$ cat src/rtl/uart_fifo_port.sv
module uart_fifo_port #(
  parameter int DEPTH = 8,
  parameter int DIVW = 12,
  parameter int IDLE_CHARS = 3
) (
  input  logic       clk,
  input  logic       rst_n,
  input  logic       bus_wr,
  input  logic       bus_rd,
  input  logic [2:0] bus_addr,
  input  logic [7:0] bus_wdata,
  output logic [7:0] bus_rdata,
  output logic       txd,
  input  logic       rxd,
  output logic       irq
);
  localparam int AW = $clog2(DEPTH);
  localparam int CW = AW + 1;
  localparam int IW = $clog2(IDLE_CHARS * 16 * 12 + 1);
  localparam logic [2:0] A_FMT = 3'd0, A_DIVH = 3'd1, A_DIVL = 3'd2, A_CTRL = 3'd3,
                         A_STA = 3'd4, A_STB = 3'd5, A_DATA = 3'd6;

  typedef enum logic [1:0] {RX_IDLE, RX_START, RX_BITS, RX_BRK} rx_state_t;

  logic [3:0] fmt;
  logic [DIVW-1:0] div;
  logic [4:0] ctrl;
  logic f_par, f_odd, f_two, f_eight;
  logic [3:0] nbits, rx_last;

  assign f_par   = fmt[0];
  assign f_odd   = fmt[1];
  assign f_two   = fmt[2];
  assign f_eight = fmt[3];
  assign nbits   = 4'd1 + (f_eight ? 4'd8 : 4'd7) + {3'b0, f_par} + (f_two ? 4'd2 : 4'd1);
  assign rx_last = (f_eight ? 4'd8 : 4'd7) + {3'b0, f_par} + 4'd1;

  always_ff @(posedge clk or negedge rst_n)
    if (!rst_n) begin
      fmt  <= 4'h8;
      div  <= '0;
      ctrl <= '0;
    end else if (bus_wr) begin
      case (bus_addr)
        A_FMT:  fmt <= bus_wdata[3:0];
        A_DIVH: div[DIVW-1:8] <= bus_wdata[DIVW-9:0];
        A_DIVL: div[7:0] <= bus_wdata;
        A_CTRL: ctrl <= bus_wdata[4:0];
        default: ;
      endcase
    end

  logic [DIVW-1:0] bcnt;
  logic tick;
  assign tick = (bcnt == '0);

  always_ff @(posedge clk or negedge rst_n)
    if (!rst_n) bcnt <= '0;
    else if (tick) bcnt <= div;
    else bcnt <= bcnt - DIVW'(1);

  logic [7:0] tx_mem [DEPTH];
  logic [CW-1:0] tx_wp, tx_rp, tx_cnt;
  logic tx_full, tx_push, tx_pop, tx_act, tx_busy;
  logic [11:0] tx_sh, tx_frame;
  logic [3:0] tx_left, tx_ph;
  logic [7:0] tx_head, tx_dm;

  assign tx_cnt  = tx_wp - tx_rp;
  assign tx_full = (tx_cnt == CW'(DEPTH));
  assign tx_push = bus_wr && bus_addr == A_DATA && !tx_full;
  assign tx_pop  = tick && !tx_act && ctrl[1] && tx_cnt != '0;
  assign tx_head = tx_mem[tx_rp[AW-1:0]];
  assign tx_dm   = f_eight ? tx_head : {1'b0, tx_head[6:0]};
  assign tx_busy = tx_act || tx_cnt != '0;

  always_comb begin
    tx_frame = '1;
    tx_frame[0] = 1'b0;
    if (f_eight) tx_frame[8:1] = tx_head;
    else tx_frame[7:1] = tx_head[6:0];
    if (f_par) tx_frame[f_eight ? 4'd9 : 4'd8] = ^tx_dm ^ f_odd;
  end

  always_ff @(posedge clk)
    if (tx_push) tx_mem[tx_wp[AW-1:0]] <= bus_wdata;

  always_ff @(posedge clk or negedge rst_n)
    if (!rst_n) begin
      tx_wp <= '0;
      tx_rp <= '0;
      tx_act <= 1'b0;
      tx_sh <= '1;
      tx_left <= '0;
      tx_ph <= '0;
    end else begin
      if (tx_push) tx_wp <= tx_wp + CW'(1);
      if (tx_pop) begin
        tx_rp <= tx_rp + CW'(1);
        tx_act <= 1'b1;
        tx_sh <= tx_frame;
        tx_left <= nbits;
        tx_ph <= '0;
      end else if (tick && tx_act) begin
        tx_ph <= tx_ph + 4'd1;
        if (tx_ph == 4'd15) begin
          tx_sh <= {1'b1, tx_sh[11:1]};
          tx_left <= tx_left - 4'd1;
          if (tx_left == 4'd1) tx_act <= 1'b0;
        end
      end
    end

  assign txd = ctrl[4] ? 1'b0 : (tx_act ? tx_sh[0] : 1'b1);

  logic [1:0] rx_s;
  logic rxl;
  rx_state_t rx_st;
  logic [3:0] rx_ph, rx_idx;
  logic [9:1] rx_sh;
  logic [7:0] rx_data;
  logic rx_pbit, rx_perr, rx_zero;
  logic rx_wr, brk_b_p, brk_e_p;
  logic [10:0] rx_wdat;

  assign rxl     = rx_s[1];
  assign rx_data = f_eight ? rx_sh[8:1] : {1'b0, rx_sh[7:1]};
  assign rx_pbit = f_eight ? rx_sh[9] : rx_sh[8];
  assign rx_perr = f_par && ((^rx_data ^ f_odd) != rx_pbit);
  assign rx_zero = rx_data == 8'h00 && !(f_par && rx_pbit);

  always_ff @(posedge clk or negedge rst_n)
    if (!rst_n) begin
      rx_s <= 2'b11;
      rx_st <= RX_IDLE;
      rx_ph <= '0;
      rx_idx <= '0;
      rx_sh <= '0;
      rx_wr <= 1'b0;
      rx_wdat <= '0;
      brk_b_p <= 1'b0;
      brk_e_p <= 1'b0;
    end else begin
      rx_s <= {rx_s[0], rxd};
      rx_wr <= 1'b0;
      brk_b_p <= 1'b0;
      brk_e_p <= 1'b0;
      if (tick) begin
        case (rx_st)
          RX_IDLE:
            if (ctrl[0] && !rxl) begin
              rx_st <= RX_START;
              rx_ph <= '0;
            end
          RX_START: begin
            rx_ph <= rx_ph + 4'd1;
            if (rx_ph == 4'd7) begin
              rx_ph <= '0;
              rx_idx <= 4'd1;
              rx_st <= rxl ? RX_IDLE : RX_BITS;
            end
          end
          RX_BITS: begin
            rx_ph <= rx_ph + 4'd1;
            if (rx_ph == 4'd15) begin
              rx_ph <= '0;
              rx_idx <= rx_idx + 4'd1;
              if (rx_idx != rx_last) rx_sh[rx_idx] <= rxl;
              else if (!rxl && rx_zero) begin
                brk_b_p <= 1'b1;
                rx_st <= RX_BRK;
              end else begin
                rx_wr <= 1'b1;
                rx_wdat <= {1'b0, !rxl, rx_perr, rx_data};
                rx_st <= RX_IDLE;
              end
            end
          end
          RX_BRK:
            if (rxl) begin
              brk_e_p <= 1'b1;
              rx_st <= RX_IDLE;
            end
          default: rx_st <= RX_IDLE;
        endcase
      end
    end

  logic [10:0] rx_mem [DEPTH];
  logic [CW-1:0] rx_wp, rx_rp, rx_cnt;
  logic [AW-1:0] rx_prev;
  logic rx_full, rx_ne, rx_pop;
  logic [10:0] rx_head;

  assign rx_cnt  = rx_wp - rx_rp;
  assign rx_full = (rx_cnt == CW'(DEPTH));
  assign rx_ne   = rx_cnt != '0;
  assign rx_pop  = bus_rd && bus_addr == A_DATA && rx_ne;
  assign rx_prev = rx_wp[AW-1:0] - AW'(1);
  assign rx_head = rx_mem[rx_rp[AW-1:0]];

  always_ff @(posedge clk)
    if (rx_wr) begin
      if (!rx_full) rx_mem[rx_wp[AW-1:0]] <= rx_wdat;
      else rx_mem[rx_prev][10] <= 1'b1;
    end

  always_ff @(posedge clk or negedge rst_n)
    if (!rst_n) begin
      rx_wp <= '0;
      rx_rp <= '0;
    end else begin
      if (rx_wr && !rx_full) rx_wp <= rx_wp + CW'(1);
      if (rx_pop) rx_rp <= rx_rp + CW'(1);
    end

  logic idle_f, bb_f, be_f, tx_req, rx_req;
  logic [IW-1:0] idle_cnt, idle_lim;

  assign idle_lim = IW'(IDLE_CHARS * 16) * IW'(nbits);
  assign tx_req   = tx_cnt <= CW'(DEPTH / 2);
  assign rx_req   = rx_cnt >= CW'(DEPTH / 2);

  always_ff @(posedge clk or negedge rst_n)
    if (!rst_n) begin
      idle_cnt <= '0;
      idle_f <= 1'b0;
      bb_f <= 1'b0;
      be_f <= 1'b0;
    end else begin
      if (rx_st != RX_IDLE || !rx_ne) idle_cnt <= '0;
      else if (tick && idle_cnt != idle_lim) idle_cnt <= idle_cnt + IW'(1);
      if (bus_wr && bus_addr == A_STA) begin
        if (bus_wdata[2]) idle_f <= 1'b0;
        if (bus_wdata[3]) bb_f <= 1'b0;
        if (bus_wdata[4]) be_f <= 1'b0;
      end
      if (tick && rx_st == RX_IDLE && rx_ne && idle_cnt == idle_lim - IW'(1)) idle_f <= 1'b1;
      if (brk_b_p) bb_f <= 1'b1;
      if (brk_e_p) be_f <= 1'b1;
    end

  assign irq = (ctrl[2] && (rx_req || idle_f || bb_f || be_f)) || (ctrl[3] && tx_req);

  always_comb begin
    bus_rdata = '0;
    case (bus_addr)
      A_FMT:  bus_rdata = {4'b0, fmt};
      A_DIVH: bus_rdata[DIVW-9:0] = div[DIVW-1:8];
      A_DIVL: bus_rdata = div[7:0];
      A_CTRL: bus_rdata = {3'b0, ctrl};
      A_STA:  bus_rdata = {3'b0, be_f, bb_f, idle_f, rx_req, tx_req};
      A_STB:  bus_rdata = {2'b0, rx_head[10:8] & {3{rx_ne}}, !tx_full, rx_ne, tx_busy};
      A_DATA: bus_rdata = rx_ne ? rx_head[7:0] : 8'h00;
      default: ;
    endcase
  end
endmodule

$ cat config.mk
export PLATFORM = sky130hd
export DESIGN_NAME = uart_fifo_port
export DESIGN_NICKNAME = d
export VERILOG_FILES = /design/src/rtl/uart_fifo_port.sv
export SDC_FILE = /design/constraint.sdc
export NUM_CORES = 1
export LEC_CHECK = 0
export CAP_MARGIN = 20
export CORE_MARGIN = 4
export CORE_UTILIZATION = 65
export DETAILED_ROUTE_END_ITERATION = 12
export MAX_ROUTING_LAYER = met4
export PLACE_DENSITY = 0.86
export SETUP_SLACK_MARGIN = 0.02
export SYNTH_ARGS = -nofsm -noshare
export SYNTH_HDL_FRONTEND = slang
export SYNTH_SLANG_ARGS = --single-unit
$ cat constraint.sdc
create_clock -name clk -period 6.7 [get_ports clk]
set_clock_uncertainty 0.1 [all_clocks]
set_input_delay 2.01 -clock clk [delete_from_list [all_inputs] [get_ports clk]]
set_output_delay 2.01 -clock clk [all_outputs]
set_load 0.02 [all_outputs]
Word-level counts from Yosys, hierarchy flattened
Memory sizes are Yosys's and may differ from the RTL's.
Cells that the tools add are included.
- RAM bits: 152
- flip-flop bits (word level): 117
- memories: 2
- latch bits: 0
- input bits: 16
- word-level logic and storage cells: 236
- output and inout bits: 10
- memory bits (read-only): 0
- memory list (name ; words ; width ; rd ports ; clocked after Yosys merged registers in ; write ports ; RTL line ; RTL):
    rx_mem ; 8 ; 11 ; 1 ; 0 ; 1 ; 189 ; logic [10:0] rx_mem [DEPTH];
    tx_mem ; 8 ; 8 ; 1 ; 0 ; 1 ; 62 ; logic [7:0] tx_mem [DEPTH];
- add/subtract/negate cells: 19
- reduce and logical (&&, ||, !) cells: 71
- bitwise operators: 5
- shift operators: 0
- equal/unequal tests: 24
- divide/modulo/power cells: 0
- order comparisons: 6
- $mul: 1
- multiplexer cells: 82
- operator list (kind ; count):
    12-bit 2-to-1 mux ; 5
    4-bit 2-to-1 mux ; 11
    1-bit 2-to-1 mux ; 41
    4-bit by 1-bit adder with 4-bit output, second input constant ; 8
    4-bit case mux with 7 select lines ; 1
    8-bit 2-to-1 mux ; 3
    2-bit nonzero test ; 12
    1-bit logical AND ; 23
    10-bit 2-to-1 mux ; 2
    4-bit case mux with 5 select lines ; 1
    2-bit 2-to-1 mux ; 9
    4-bit == test, second input constant ; 4
    2-bit AND reduction ; 8
    8-bit parity ; 2
    12-bit bitwise mux ; 1
    12-bit logical NOT ; 1
    4-bit case mux with 3 select lines ; 1
    12-bit by 1-bit subtractor with 12-bit output, second input constant ; 1
    11-bit 2-to-1 mux ; 1
    11-bit OR reduction ; 1
    10-bit by 1-bit adder with 10-bit output, second input constant ; 1
    10-bit == test ; 1
    4-bit by 5-bit less-than comparator with 1-bit output, second input constant ; 2
    10-bit != test ; 1
    other kinds (40) ; 67

Logic depth before layout (Yosys ltp)
- depth after elaboration: 10
- depth in mapped cells: 17
- gate-level depth less buffers: 15

Worst setup path after synthesis
No wires, ideal clock.
- path kind: in2out
- start: input port bus_addr[1]
- end: output port bus_rdata[3]
- data arrival time: 3.323 ns
- stages: 3
- buffers on the path: 1
- data required time: 4.590 ns
- slack: 1.267 ns
- cell sequence: clkbuf_1 -> mux4_2 -> a221o_1
- word-level cells in the longest chain between the ends: 2
- elaborated cells on any way between the ends: 8
- those cells by class: eq/ne (6); mux (1); reduce/logical (1)
- RTL lines (element ; RTL line ; RTL):
    from (decl) ; 10 ; input logic [2:0] bus_addr,
    3-bit == test, or another cell as far along ; 247 ; case (bus_addr)
    4-bit case mux with 7 select lines * ; 247 ;
    to (decl) ; 12 ; output logic [7:0] bus_rdata,
Mark *: on every way between the ends. The rest lies on a longest branch, timed or not.

Final worst setup path
- start: input port bus_addr[2]
- end: output port bus_rdata[6]
- word-level cells in the longest chain between the ends: 2
- elaborated cells on any way between the ends: 6
- those cells by class: eq/ne (5); mux (1)
- RTL lines (element ; RTL line):
    3-bit == test / 3-bit by 2-bit == test with 1-bit output (equally long branches) ; 247
    4-bit case mux with 5 select lines * ; 247
Marks and branches as above.

==> impl_metrics.json <==
{
  "outcome": "completed",
  "swShare": 0.304,
  "min_path_cells": 0,
  "postCtsSetupBuffers": 0,
  "crit_required_ns": 4.59,
  "combPwrFrac": 0.258,
  "layout-drive-gt1-share": 0.181,
  "via_per_inst": 6.52,
  "rr_worst_depth": 11,
  "async_flop_share": 0.431,
  "antenna_cells": 0,
  "drt_iter0_markers": 886,
  "hp-class": "reg -> reg",
  "die_height_um": 149,
  "stdcell_count": 1312,
  "grt_pass1_wl_mm": 47.8,
  "cts-root-buf": "clkbuf_16",
  "cts_hold_buf": 0,
  "cts_tree": "yes",
  "cts.clk_slew.worst_paths_ns": 0.06,
  "crit_path_end_kind": "output port",
  "p_int_w": 0.00355,
  "period_needed_ns": 6.54,
  "grt_max_degree": 74,
  "cts_buffers": 27,
  "syn_area_per_cell_um2": 13.1,
  "layout_common_cells": "edfxtp_1 (152), dfrtp_1 (102), nand2_1 (89)",
  "io_pins": 26,
  "port_buffers": 25,
  "synthCells": 987,
  "syn_nets": 1048,
  "synth_edf_count": 152,
  "cap_violations": 0,
  "yosysTopAreaCell": "edfxtp_1",
  "finalHoldViolCount": 0,
  "utilization": 0.746,
  "tightest_slew_ns": 1.05,
  "cp_max_fo": 10,
  "netlist.area_leader.share": 0.354,
  "relSlewSlack": 0.294,
  "wire_per_inst_um": 23.7,
  "synth_ff_type": "edfxtp_1",
  "ys_seq_elements": 267,
  "synth_cell_type_count": 81,
  "clock_sinks": 267,
  "p_per_area_nw_per_um2": 351,
  "ys.warnings.count": 0,
  "grt-ovfl-total": 0,
  "final_common_cell": "edfxtp_1",
  "final_nets": 1087,
  "path_class": "in -> out",
  "grt_pass1_vias": 8606,
  "seq_power_share": 0.410,
  "rsz0062_at_grt": "no",
  "r2r_setup_slack_ns": 2.01,
  "areaGrowthSynthToFinish_pct": 12.5,
  "rows": 51,
  "p_switching_w": 0.00155,
  "period_share": 0.976,
  "initial_core_util": 0.663,
  "dp_hpwl_mm": 19.3,
  "dp_cells": 1254,
  "worstPathArrival_ns": 4.43,
  "worstReg2RegEnd": "rx_mem[1][1]",
  "drcViolationCount": 0,
  "drt-total-wl_mm": 31.1,
  "h-tree-depth": 1,
  "clock.fmax_mhz": 153,
  "hold_start": "rx_s[0]",
  "grt_usage": 0.288,
  "synth-seq-area-share": 0.578,
  "ys_top_cells_by_area": "edfxtp_1 (35%), dfrtp_1 (20%), mux4_2 (7.3%), ha_1 (4.2%), mux2_2 (3.2%)",
  "num_vias": 8548,
  "critPathLaunchType": "input pin",
  "cts.path.max_buffers": 3,
  "r2r-start": "rx_rp[2]",
  "coreArea_um2": 19500,
  "grt_antenna_before_repair": 0,
  "gp_congestion": 0.936,
  "drtAntennaViolNets": 0,
  "dieArea_um2": 22200,
  "first_pass_iters": 5,
  "power.clock.fraction": 0.332,
  "ir_drop_v": 0.000238,
  "cts_resized": 0,
  "leakagePower_nw": 5.37,
  "finalMaxSlewViolations": 0,
  "setup_tns_ns": 0,
  "clk_latency_ns": 0.55,
  "holdPathEnd": "rx_s[1]",
  "final-setup-viol-count": 0,
  "dieWidth_um": 149,
  "synth_area_um2": 12900
}
-- routing by layer --
layer,part of all wire,vias up,global-route usage
met5,0,-,-
met4,0.047,0,0.130
met3,0.058,108,0.0398
met2,0.52,395,0.478
met1,0.38,4311,0.358
li1,-,3734,-
-- worst max path at each step --
stage | from | endpoint | slack, ns | cells past startpoint
floorplan | bus_addr[1] | bus_rdata[3] | 1.27 | 3
global placement | bus_addr[2] | bus_rdata[0] | 0.30 | 6
detailed placement | bus_addr[2] | bus_rdata[0] | 0.22 | 6
CTS | bus_addr[2] | bus_rdata[0] | 0.22 | 6
global route | bus_addr[2] | bus_rdata[4] | 0.03 | 6
finish | bus_addr[2] | bus_rdata[6] | 0.16 | 6
-- critical path, stage by stage --
cell and delay, ns:
clkdlybuf4s50_1 0.52, clkinv_1 0.25, nor3b_1 0.46, nand2_1 0.26, o21ai_0 0.27, clkdlybuf4s50_1 0.65
-- logic make-up (layout without fill, tap and decap cells) --
group / Yosys count / in the layout / share of synthesized area
AOI/OAI and AO/OA: 150 / 150 / 0.0723
xor gates and xnor gates: 55 / 55 / 0.0423
adders and majority gates: 45 / 45 / 0.0448
buffers and inverters: 82 / 142 / 0.0260
DFF: 267 / 267 / 0.578
muxes: 96 / 96 / 0.119
and+or+nand+nor: 292 / 292 / 0.118
-- synth_stat cells (27+ instances only) --
master	n
a21oi_1	36
clkbuf_1	27
dfrtp_1	102
edfxtp_1	152
ha_1	43
inv_1	40
mux2_2	37
mux4_2	42
nand2_1	89
nor2_1	59
o21ai_0	56
xnor2_1	31
-- layout make-up --
cell class,count,area (um^2)
sequential,267,7460
multi-input combinational,638,5120
inverter,42,158
tap,265,332
clock inverter,17,270
timing repair buffer,50,447
fill,1148,4940
clock buffer,33,728
-- power by group through the flow --
stage               Combinational [W]  Clock [W]  Sequential [W]
floorplan                     0.00105          0         0.00201
global placement              0.00125          0         0.00211
detailed placement            0.00128          0         0.00211
CTS                           0.00131    0.00169         0.00209
global route                  0.00144    0.00177         0.00211
finish                        0.00132    0.00169         0.00209
-- stage by stage --
step | setup slack (ns) | hold WS (ns) | power [W] | instance area, um^2
after global placement | 0.302 | 0.246 | 0.00336 | 13400
after CTS | 0.215 | 0.260 | 0.00509 | 14400
final | 0.162 | 0.260 | 0.00510 | 14500
after detailed placement | 0.220 | 0.251 | 0.00340 | 13400
after floorplan | 1.27 | 0.245 | 0.00306 | 12900
after global routing | 0.0267 | 0.267 | 0.00532 | 14500
-- sequential cells by signal, indices dropped and copies added (netlist names), 4 cells and up --
signal / flops
rx_wdat: 10
rx_rp: 4
bcnt: 12
rx_wp: 4
div: 12
ctrl: 5
tx_mem: 64
tx_ph: 4
fmt: 4
idle_cnt: 10
rx_mem: 88
tx_left: 4
rx_sh: 9
rx_idx: 4
rx_ph: 4
tx_sh: 10
tx_rp: 4
tx_wp: 4
No activity file was read; power rests on OpenSTA's default activity.
